## src/rtl/slot_tag_pkg.sv

```systemverilog
package slot_tag_pkg;
  typedef enum logic {
    REL_WAIT  = 1'b0,
    REL_BURST = 1'b1
  } rel_state_e;
endpackage

```

## src/rtl/slot_counter.sv

```systemverilog
module slot_counter #(
  parameter int NUM_SLOTS = 8,
  parameter int SLOT_LEN  = 4,
  localparam int SB = $clog2(NUM_SLOTS),
  localparam int PW = $clog2(SLOT_LEN)
) (
  input  logic          clk,
  input  logic          rst_n,
  output logic [SB-1:0] slot
);
  localparam logic [PW-1:0] PH_LAST = PW'(SLOT_LEN - 1);
  localparam logic [SB-1:0] SL_LAST = SB'(NUM_SLOTS - 1);

  logic [PW-1:0] phase_q, phase_d;
  logic [SB-1:0] slot_q, slot_d;

  always_comb begin
    phase_d = phase_q + PW'(1);
    slot_d  = slot_q;
    if (phase_q == PH_LAST) begin
      phase_d = '0;
      slot_d  = (slot_q == SL_LAST) ? '0 : slot_q + SB'(1);
    end
  end

  always_ff @(posedge clk or negedge rst_n) begin
    if (!rst_n) begin
      phase_q <= '0;
      slot_q  <= '0;
    end else begin
      phase_q <= phase_d;
      slot_q  <= slot_d;
    end
  end

  assign slot = slot_q;
endmodule

```

## src/rtl/slot_coder.sv

```systemverilog
module slot_coder #(
  parameter int PHIT_W    = 16,
  parameter int NUM_SLOTS = 8,
  localparam int SB = $clog2(NUM_SLOTS),
  localparam int SW = SB + 1
) (
  input  logic              clk,
  input  logic              rst_n,
  input  logic [SB-1:0]     tx_slot,
  input  logic [SB-1:0]     delta,
  input  logic              in_valid,
  input  logic [PHIT_W-1:0] in_data,
  input  logic              in_last,
  output logic              cod_valid,
  output logic              cod_first,
  output logic              cod_last,
  output logic [PHIT_W-1:0] cod_data
);
  localparam logic [SW-1:0] NS = SW'(NUM_SLOTS);

  logic          first_q, first_d;
  logic [SW-1:0] sum;
  logic [SB-1:0] target;

  always_comb begin
    sum = {1'b0, tx_slot} + {1'b0, delta};
    if (sum >= NS) sum = sum - NS;
    target = sum[SB-1:0];
  end

  always_comb begin
    first_d = first_q;
    if (in_valid) first_d = in_last;
  end

  always_ff @(posedge clk or negedge rst_n) begin
    if (!rst_n) first_q <= 1'b1;
    else        first_q <= first_d;
  end

  assign cod_valid = in_valid;
  assign cod_first = first_q;
  assign cod_last  = in_last;
  assign cod_data  = first_q ? {in_data[PHIT_W-1:SB], target} : in_data;
endmodule

```

## src/rtl/link_delay.sv

```systemverilog
module link_delay #(
  parameter int PL_W    = 18,
  parameter int MAX_DLY = 6,
  localparam int DW = $clog2(MAX_DLY + 1)
) (
  input  logic            clk,
  input  logic            rst_n,
  input  logic [DW-1:0]   sel,
  input  logic            in_v,
  input  logic [PL_W-1:0] in_pl,
  output logic            out_v,
  output logic [PL_W-1:0] out_pl
);
  logic [MAX_DLY-1:0] v_q;
  logic [PL_W-1:0]    d_q [MAX_DLY];
  logic [DW-1:0]      sel_c;

  always_ff @(posedge clk or negedge rst_n) begin
    if (!rst_n) v_q <= '0;
    else        v_q <= {v_q[MAX_DLY-2:0], in_v};
  end

  always_ff @(posedge clk) begin
    if (in_v) d_q[0] <= in_pl;
    for (int k = 1; k < MAX_DLY; k++) begin
      if (v_q[k-1]) d_q[k] <= d_q[k-1];
    end
  end

  assign sel_c = (sel > DW'(MAX_DLY)) ? DW'(MAX_DLY) : sel;

  always_comb begin
    out_v  = in_v;
    out_pl = in_pl;
    for (int k = 1; k <= MAX_DLY; k++) begin
      if (sel_c == DW'(k)) begin
        out_v  = v_q[k-1];
        out_pl = d_q[k-1];
      end
    end
  end
endmodule

```

## src/rtl/phit_fifo.sv

```systemverilog
module phit_fifo #(
  parameter int WIDTH = 18,
  parameter int DEPTH = 32,
  localparam int AW = $clog2(DEPTH)
) (
  input  logic             clk,
  input  logic             rst_n,
  input  logic             wr_en,
  input  logic [WIDTH-1:0] wr_data,
  input  logic             rd_en,
  output logic [WIDTH-1:0] head,
  output logic             empty,
  output logic             full
);
  localparam logic [AW-1:0] P_LAST = AW'(DEPTH - 1);
  localparam logic [AW:0]   C_FULL = (AW+1)'(DEPTH);

  logic [WIDTH-1:0] mem [DEPTH];
  logic [AW-1:0]    wp_q, wp_d, rp_q, rp_d;
  logic [AW:0]      cnt_q, cnt_d;
  logic             do_wr, do_rd;

  assign empty = (cnt_q == '0);
  assign full  = (cnt_q == C_FULL);
  assign do_wr = wr_en && !full;
  assign do_rd = rd_en && !empty;
  assign head  = mem[rp_q];

  always_comb begin
    wp_d  = wp_q;
    rp_d  = rp_q;
    cnt_d = cnt_q;
    if (do_wr) wp_d = (wp_q == P_LAST) ? '0 : wp_q + AW'(1);
    if (do_rd) rp_d = (rp_q == P_LAST) ? '0 : rp_q + AW'(1);
    if (do_wr && !do_rd) cnt_d = cnt_q + (AW+1)'(1);
    if (do_rd && !do_wr) cnt_d = cnt_q - (AW+1)'(1);
  end

  always_ff @(posedge clk or negedge rst_n) begin
    if (!rst_n) begin
      wp_q  <= '0;
      rp_q  <= '0;
      cnt_q <= '0;
    end else begin
      wp_q  <= wp_d;
      rp_q  <= rp_d;
      cnt_q <= cnt_d;
    end
  end

  always_ff @(posedge clk) begin
    if (do_wr) mem[wp_q] <= wr_data;
  end
endmodule

```

## src/rtl/slot_tag_bridge.sv

```systemverilog
module slot_tag_bridge
  import slot_tag_pkg::*;
#(
  parameter int PHIT_W       = 16,
  parameter int NUM_SLOTS    = 8,
  parameter int SLOT_LEN     = 4,
  parameter int MAX_LINK_DLY = 6,
  parameter int FIFO_DEPTH   = NUM_SLOTS * SLOT_LEN,
  localparam int SB   = $clog2(NUM_SLOTS),
  localparam int DW   = $clog2(MAX_LINK_DLY + 1),
  localparam int PL_W = PHIT_W + 2
) (
  input  logic              clk,
  input  logic              rst_n,
  input  logic [SB-1:0]     slot_delta,
  input  logic [DW-1:0]     link_dly,
  input  logic              in_valid,
  output logic              in_ready,
  input  logic [PHIT_W-1:0] in_data,
  input  logic              in_last,
  output logic              out_valid,
  input  logic              out_ready,
  output logic [PHIT_W-1:0] out_data,
  output logic              out_last
);
  logic [SB-1:0]     tx_slot, rx_slot;
  logic              cod_valid, cod_first, cod_last;
  logic [PHIT_W-1:0] cod_data;
  logic              lnk_v;
  logic [PL_W-1:0]   lnk_pl;
  logic              fifo_wr, fifo_rd, fifo_empty, fifo_full;
  logic [PL_W-1:0]   fifo_head;
  logic              head_first, head_last, slot_hit, streaming;
  logic [PHIT_W-1:0] head_data;
  rel_state_e        state_q, state_d;

  assign in_ready = 1'b1;

  slot_counter #(.NUM_SLOTS(NUM_SLOTS), .SLOT_LEN(SLOT_LEN)) u_tx_cnt (
    .clk(clk), .rst_n(rst_n), .slot(tx_slot));

  slot_counter #(.NUM_SLOTS(NUM_SLOTS), .SLOT_LEN(SLOT_LEN)) u_rx_cnt (
    .clk(clk), .rst_n(rst_n), .slot(rx_slot));

  slot_coder #(.PHIT_W(PHIT_W), .NUM_SLOTS(NUM_SLOTS)) u_coder (
    .clk(clk), .rst_n(rst_n), .tx_slot(tx_slot), .delta(slot_delta),
    .in_valid(in_valid), .in_data(in_data), .in_last(in_last),
    .cod_valid(cod_valid), .cod_first(cod_first), .cod_last(cod_last),
    .cod_data(cod_data));

  link_delay #(.PL_W(PL_W), .MAX_DLY(MAX_LINK_DLY)) u_link (
    .clk(clk), .rst_n(rst_n), .sel(link_dly),
    .in_v(cod_valid), .in_pl({cod_first, cod_last, cod_data}),
    .out_v(lnk_v), .out_pl(lnk_pl));

  assign fifo_wr = lnk_v;

  phit_fifo #(.WIDTH(PL_W), .DEPTH(FIFO_DEPTH)) u_fifo (
    .clk(clk), .rst_n(rst_n), .wr_en(fifo_wr), .wr_data(lnk_pl),
    .rd_en(fifo_rd), .head(fifo_head), .empty(fifo_empty), .full(fifo_full));

  assign {head_first, head_last, head_data} = fifo_head;
  assign streaming = (state_q == REL_BURST);
  assign slot_hit  = head_first && (head_data[SB-1:0] == rx_slot);

  assign out_valid = !fifo_empty && (streaming || slot_hit);
  assign fifo_rd   = out_valid && out_ready;
  assign out_last  = head_last;
  assign out_data  = head_first ? {head_data[PHIT_W-1:SB], {SB{1'b0}}} : head_data;

  always_comb begin
    state_d = state_q;
    if (fifo_rd) state_d = head_last ? REL_WAIT : REL_BURST;
  end

  always_ff @(posedge clk or negedge rst_n) begin
    if (!rst_n) state_q <= REL_WAIT;
    else        state_q <= state_d;
  end
endmodule

```

## config.mk

```make
export PLATFORM = sky130hd
export DESIGN_NAME = slot_tag_bridge
export DESIGN_NICKNAME = d
export VERILOG_FILES = /design/src/rtl/slot_tag_pkg.sv /design/src/rtl/slot_counter.sv /design/src/rtl/slot_coder.sv /design/src/rtl/link_delay.sv /design/src/rtl/phit_fifo.sv /design/src/rtl/slot_tag_bridge.sv
export SDC_FILE = /design/constraint.sdc
export NUM_CORES = 1
export LEC_CHECK = 0
export BUFFER_PORTS_ARGS = -buffer_cell sky130_fd_sc_hd__buf_2
export CAP_MARGIN = 20
export CORE_ASPECT_RATIO = 1.2
export CORE_MARGIN = 3
export CORE_UTILIZATION = 30
export CTS_CLUSTER_DIAMETER = 150
export CTS_CLUSTER_SIZE = 40
export DETAILED_ROUTE_END_ITERATION = 8
export HOLD_SLACK_MARGIN = 0.03
export PLACE_DENSITY = 0.56
export SETUP_SLACK_MARGIN = 0.02
export SYNTH_ARGS = -nofsm -noshare
export SYNTH_HDL_FRONTEND = slang
export SYNTH_HIERARCHICAL = 1
export SYNTH_SLANG_ARGS = --single-unit
```

## constraint.sdc

```tcl
create_clock -name clk -period 4.4 [get_ports clk]
set_input_delay 1.32 -clock clk [delete_from_list [all_inputs] [get_ports clk]]
set_output_delay 1.32 -clock clk [all_outputs]
set_load 0.02 [all_outputs]
```

==> results of run 1 <==
[flip-flops by register name (all words and copies together), names as in the netlist]
signal,count
u_link/d_q,108
u_fifo/wp_q,5
u_coder/cod_first,1
u_fifo/mem,576
u_rx_cnt/slot,3
state_q,1
u_rx_cnt/phase_q,2
u_tx_cnt/phase_q,2
u_fifo/rp_q,5
u_tx_cnt/slot,3
u_fifo/cnt_q,6
u_link/v_q,6
[what timing repair did]
action	4_1_cts	5_1_grt
pin swaps	30	21
resized for setup	160	39
setup buffers	33	10
cloned	4	0
setup endpoints to repair	21	20
[layout make-up]
cell class	count	area (µm²)
clock buffers	29	555.5
repair buffers	226	2095
flip-flops and latches	718	21400
multi-input cells	607	7091
fillers	8836	61110
well taps	1250	1564
clock inverters	1	3.754
inverters	13	53.80
[worst paths after layout]
path                                       endpoint  slack, ns
worst max-delay path                      out_valid      -0.16
worst min-delay path            u_tx_cnt/phase_q[0]       0.44
worst max register to register      u_fifo/cnt_q[5]       0.23
worst min register to register  u_tx_cnt/phase_q[0]       0.44
max in group asynchronous            u_fifo/rp_q[2]       2.89
min in group asynchronous             u_link/v_q[1]       0.83
[stage by stage]
stage / cell area (µm²) / worst slack (ns) / util (%) / TNS, ns
floorplan: 28470 / 0.2167 / - / 0
detailed placement: 30780 / -0.3609 / 32.79 / -1.672
finish: 32760 / -0.1618 / 34.90 / -0.4893
global placement: 30780 / -0.2595 / 32.79 / -1.178
global route: 32760 / -0.2877 / 34.90 / -1.746
CTS: 32440 / -0.2104 / 34.55 / -1.534
[metal layers]
layer / part of all wire (%) / GRT usage, %
met5: 0 / 0
met4: 1.4 / 2.303
met3: 3.2 / 0.9278
met2: 53 / 24.33
met1: 43 / 17.75
[power by group]
group	internal (W)	total [W]	leakage, nW	switching (W)
clock	0.000903	0.00276	0.270	0.00185
sequential	0.00801	0.00824	6.65	0.000228
combinational	0.00308	0.00634	3.46	0.00326
[critical path, cell delays in order, from the launching register on]
cell	delay, ns
dfrtp_4	0.53
buf_12	0.15
mux4_2	0.50
a22o_4	0.28
a2111oi_4	0.21
buf_4	0.17
a21oi_2	0.04
xnor2_1	0.18
a41oi_2	0.16
buf_4	0.18
nor2_4	0.11
buf_6	0.13
[placed cells by master (no fill, tap or decap), drive strengths merged, types with 21 or more instances in the layout]
cell and count:
a221o 21, dfrtp 33, mux2i 92, a21oi 53, mux4 108, clkbuf 29, nand3b 26, buf 224
nor2 44, edfxtp 684
==> run metrics, run 1 <==
Critical R2R Launch u_fifo/rp_q[0]; Peak VDD IR roughly 0.27 mV; CTS Hold Bufs 0; Pwr Total 0.01734 W; area delta synth->final 15.06%; clk sinks just over 700; DRC viols 0; layout cells sized above 1 just over 30%; syn nets ~1500; Rel. slew slack between 30% and 40%; antenna violations before repair 0; Startpoint Class register; Crit Path Class reg2out; global-route wire length before repair approximately 100 mm; Max Freq between 0.2 and 0.25 GHz; CP max FO 6; gr usage total between 10% and 20%; per-cell routed wire length between 20 and 25 µm; # rows 123; initial core utilization between 30% and 40%; final wirelength 66.95 mm; Crit. Startpoint u_fifo/rp_q[0]; Routed Antenna Nets 0; Placed Cells 2767; unrepaired setup endpoints after global routing true; setup slack after layout -0.1618 ns; CTS tree built; Syn Std Cell Area between 20000 and 30000 µm²; Clock Pin Slew Worst Setup and Hold Paths 0.14 ns; # IOs 46; Starting DRT DRC Count roughly 1400; worst hold slack between 0.4 and 0.5 ns; post-route clock skew 0.02086 ns; Die Y 343.5 µm; max-slew violations 0; Tcrit/Tclk final 103.7%; port bufs between 40 and 50; core footprint between 90000 and 100000 µm²; Layout Nets ~1600; leakage 10.39 nW; failing checks setup timing; worst hold path type reg2reg; Mapped Cells 1438; Crit path required time around 3.1 ns; Clock Latency Late Sink 0.59 ns; Die ar. 98660 µm²; H-tree depth 1; vias per cell between 5 and 6; Die W between 200 and 300 µm; Final GP Congestion 0.7735; Yosys warnings 6; Hold Startpoint u_tx_cnt/phase_q[0]; max-cap violation count 0; setup violators final 12; Antenna Diode Count 0; min Tclk post-route approximately 4.6 ns; Root Driver clkbuf_16; Cell Pwr Density between 500 and 600 nW/µm²; grt ovf 0; CP Capture Type output port; outcome finished, violations left; Pre-antenna DRT Iters 5; syn avg cell area slightly below 20 µm²; CTS Buffer Depth 3; vias in the first global route roughly 15000; hpwl dp roughly 40 mm; largest net degree at the start of global routing 42; non-filler cells, final 2844; worst reg-to-reg path cell count 18; Worst-Margin Slew 0.9956 ns; hold path cells 1; number of CTS-inserted buffers 21; Critical Path AT about 3.2 ns; routed vias approximately 14000; final hold vios 0
Power figures use the tool's default switching activity.
==> run 2, diff against run 1 <==
Settings changed: TNS_END_PERCENT set to 50.
==> run metrics, run 2 (synthesis results as in run 1) <==
unrepaired setup endpoints after global routing true; Final Util 34.80% (-0.097 points); H-tree depth 1 (unchanged); leakage 10.37 nW (-0.20%); port bufs 44 (unchanged); failing checks setup timing; Critical Path AT 3.26 ns (+0.02 ns); core footprint 93880 µm² (unchanged); grt ovf 0 (unchanged); largest net degree at the start of global routing 42 (unchanged); area delta synth->final 14.74%; DRC viols 0 (unchanged); CTS tree built; Peak VDD IR 0.2705 mV (-1.1%); Routed Antenna Nets 0 (unchanged); layout cells sized above 1 29.52% (-0.72 points); worst hold slack 0.4391 ns (-0.00001100 ns); Antenna Diode Count 0 (unchanged); Clock Pin Slew Worst Setup and Hold Paths 0.14 ns (about the same); CP max FO 6 (unchanged); worst hold path type reg2reg; gr usage total 13.32% (-0.047 points); Top cell by count, worst path buf_4; Die W 287.2 µm (unchanged); cell breakdown of the critical path buf_12 > mux4_2 > a22o_4 > a2111oi_4 > buf_4 > a21oi_2 > xnor2_1 > a41oi_2 > buf_4 > nor2_4 > buf_6; Root Driver clkbuf_16; Tcrit/Tclk final 104.0% (+0.35 points); outcome finished, violations left; slowest CP cell dfrtp_4; register area 21400 µm² (unchanged); max reg flops 576 (unchanged); Rel. slew slack 32.96% (-0.65 points); most frequent cells in the layout edfxtp_1, buf_4, mux4_2; Pre-antenna DRT Iters 5 (unchanged); met1 usage 17.61% (-0.14 points); # IOs 46 (unchanged); Biggest register u_fifo/mem; routed vias 14230 (-0.16%); post-route cell area 32670 µm² (-0.28%); Die ar. 98660 µm² (unchanged); initial core utilization 30.33% (unchanged); global-route wire length before repair 98.87 mm (-0.38%); met3 Resource Use GR 1.054% (+0.13 points); hpwl dp 39.85 mm (unchanged); Starting DRT DRC Count 1373 (-4.5%); CTS Hold Bufs 0 (unchanged); number of fill cells 8850 (+0.16%); Pwr Total 0.01726 W (-0.46%); Clock Latency Late Sink 0.59 ns (about the same); vias per cell 5.006 (about the same); max-cap violation count 0 (unchanged); per-cell routed wire length 23.47 µm (-0.29%); area of the multi-input gates 7018 µm² (-1.0%); Max Freq 0.2185 GHz (-0.34%); Crit path required time 3.08 ns (about the same); setup slack after layout -0.1774 ns (-0.01559 ns); most common cell after layout, fill and taps aside edfxtp_1; number of CTS-inserted buffers 21 (unchanged); Cell Pwr Density 528.2 nW/µm² (-0.19%); Placed Area 30780 µm² (unchanged); final wirelength 66.71 mm (-0.36%); clk sinks 718 (unchanged); Crit Path Class reg2out; Worst-Margin Slew 1.005 ns (+0.009759 ns); max-slew violations 0 (unchanged); final hold vios 0 (unchanged); post-route clock skew 0.02044 ns (-0.0004214 ns); hold path cells 1 (unchanged); setup violators final 9 (-3); Die Y 343.5 µm (unchanged); CP Capture Type output port; worst reg-to-reg path cell count 18 (unchanged); min Tclk post-route 4.577 ns (+0.01559 ns); largest registers u_fifo/mem: 576 flops, u_link/d_q: 108 flops; vias in the first global route 14880 (-0.26%); Startpoint Class register; critical path's largest stage delay 0.53 ns (about the same); antenna violations before repair 0 (unchanged); Final GP Congestion 0.7735 (unchanged); setup TNS -0.5452 ns (-0.05591 ns); CTS Buffer Depth 3 (unchanged); global routing usage on met2 24.28% (-0.050 points); Layout Nets 1633 (-0.12%); Top Usage Layer GRT met2; # rows 123 (unchanged)
==> run 2: area by class of cell <==
class | count | share of cell area (%)
inverter | 13 | 0.1647
sequential | 718 | 65.50
multi-input combinational | 607 | 21.48
tap | 1250 | 4.787
clock buffer | 29 | 1.700
clock inverter | 1 | 0.01149
timing repair buffer | 224 | 6.353
==> run 2: routing by layer <==
layer / wire length [µm] / vias up / part of all wire [%]
met2: 35230 / 275 / 53
li1: - / 6206 / -
met4: 799 / 0 / 1.2
met3: 2410 / 40 / 3.6
met1: 28270 / 7707 / 42
met5: 0 / - / 0
==> run 2: critical path, delay by kind of cell, from the launching register on <==
family	cells	cell delay, ns
flops	1	0.53
mux	1	0.51
xor+xnor	1	0.18
buf+inv	4	0.64
compound gates	4	0.70
simple gates	1	0.11
==> run 2: where the power goes <==
part | leakage, nW | total, W | switching [W] | internal, W
Combinational | 3.44 | 0.00627 | 0.00322 | 0.00304
Clock | 0.270 | 0.00275 | 0.00185 | 0.000903
Sequential | 6.65 | 0.00824 | 0.000224 | 0.00801
==> run 2: stage by stage <==
step	setup WS, ns	cells
2_1_floorplan	0.2167	1438
3_3_place_gp	-0.2595	2767
3_5_place_dp	-0.3609	2767
4_1_cts	-0.2310	2821
5_1_grt	-0.2903	2842
6_report	-0.1774	2842
==> run 2: path summary, 6_finish.rpt <==
kind,from,endpoint,slack (ns)
min reg2reg,u_tx_cnt/phase_q[0],u_tx_cnt/phase_q[0],0.44
max reg2reg,u_fifo/rp_q[0],u_fifo/cnt_q[5],0.21
min in group asynchronous,rst_n,u_link/v_q[1],0.83
max,u_fifo/rp_q[0],out_valid,-0.18
max in group asynchronous,rst_n,u_fifo/rp_q[2],2.88
min,u_tx_cnt/phase_q[0],u_tx_cnt/phase_q[0],0.44
==> run 2: repair_timing <==
item,in CTS,in global routing
gates cloned,4,1
gates resized for setup,120,50
pin swaps,21,14
endpoints found under the setup margin,21,20
setup buffers,20,17
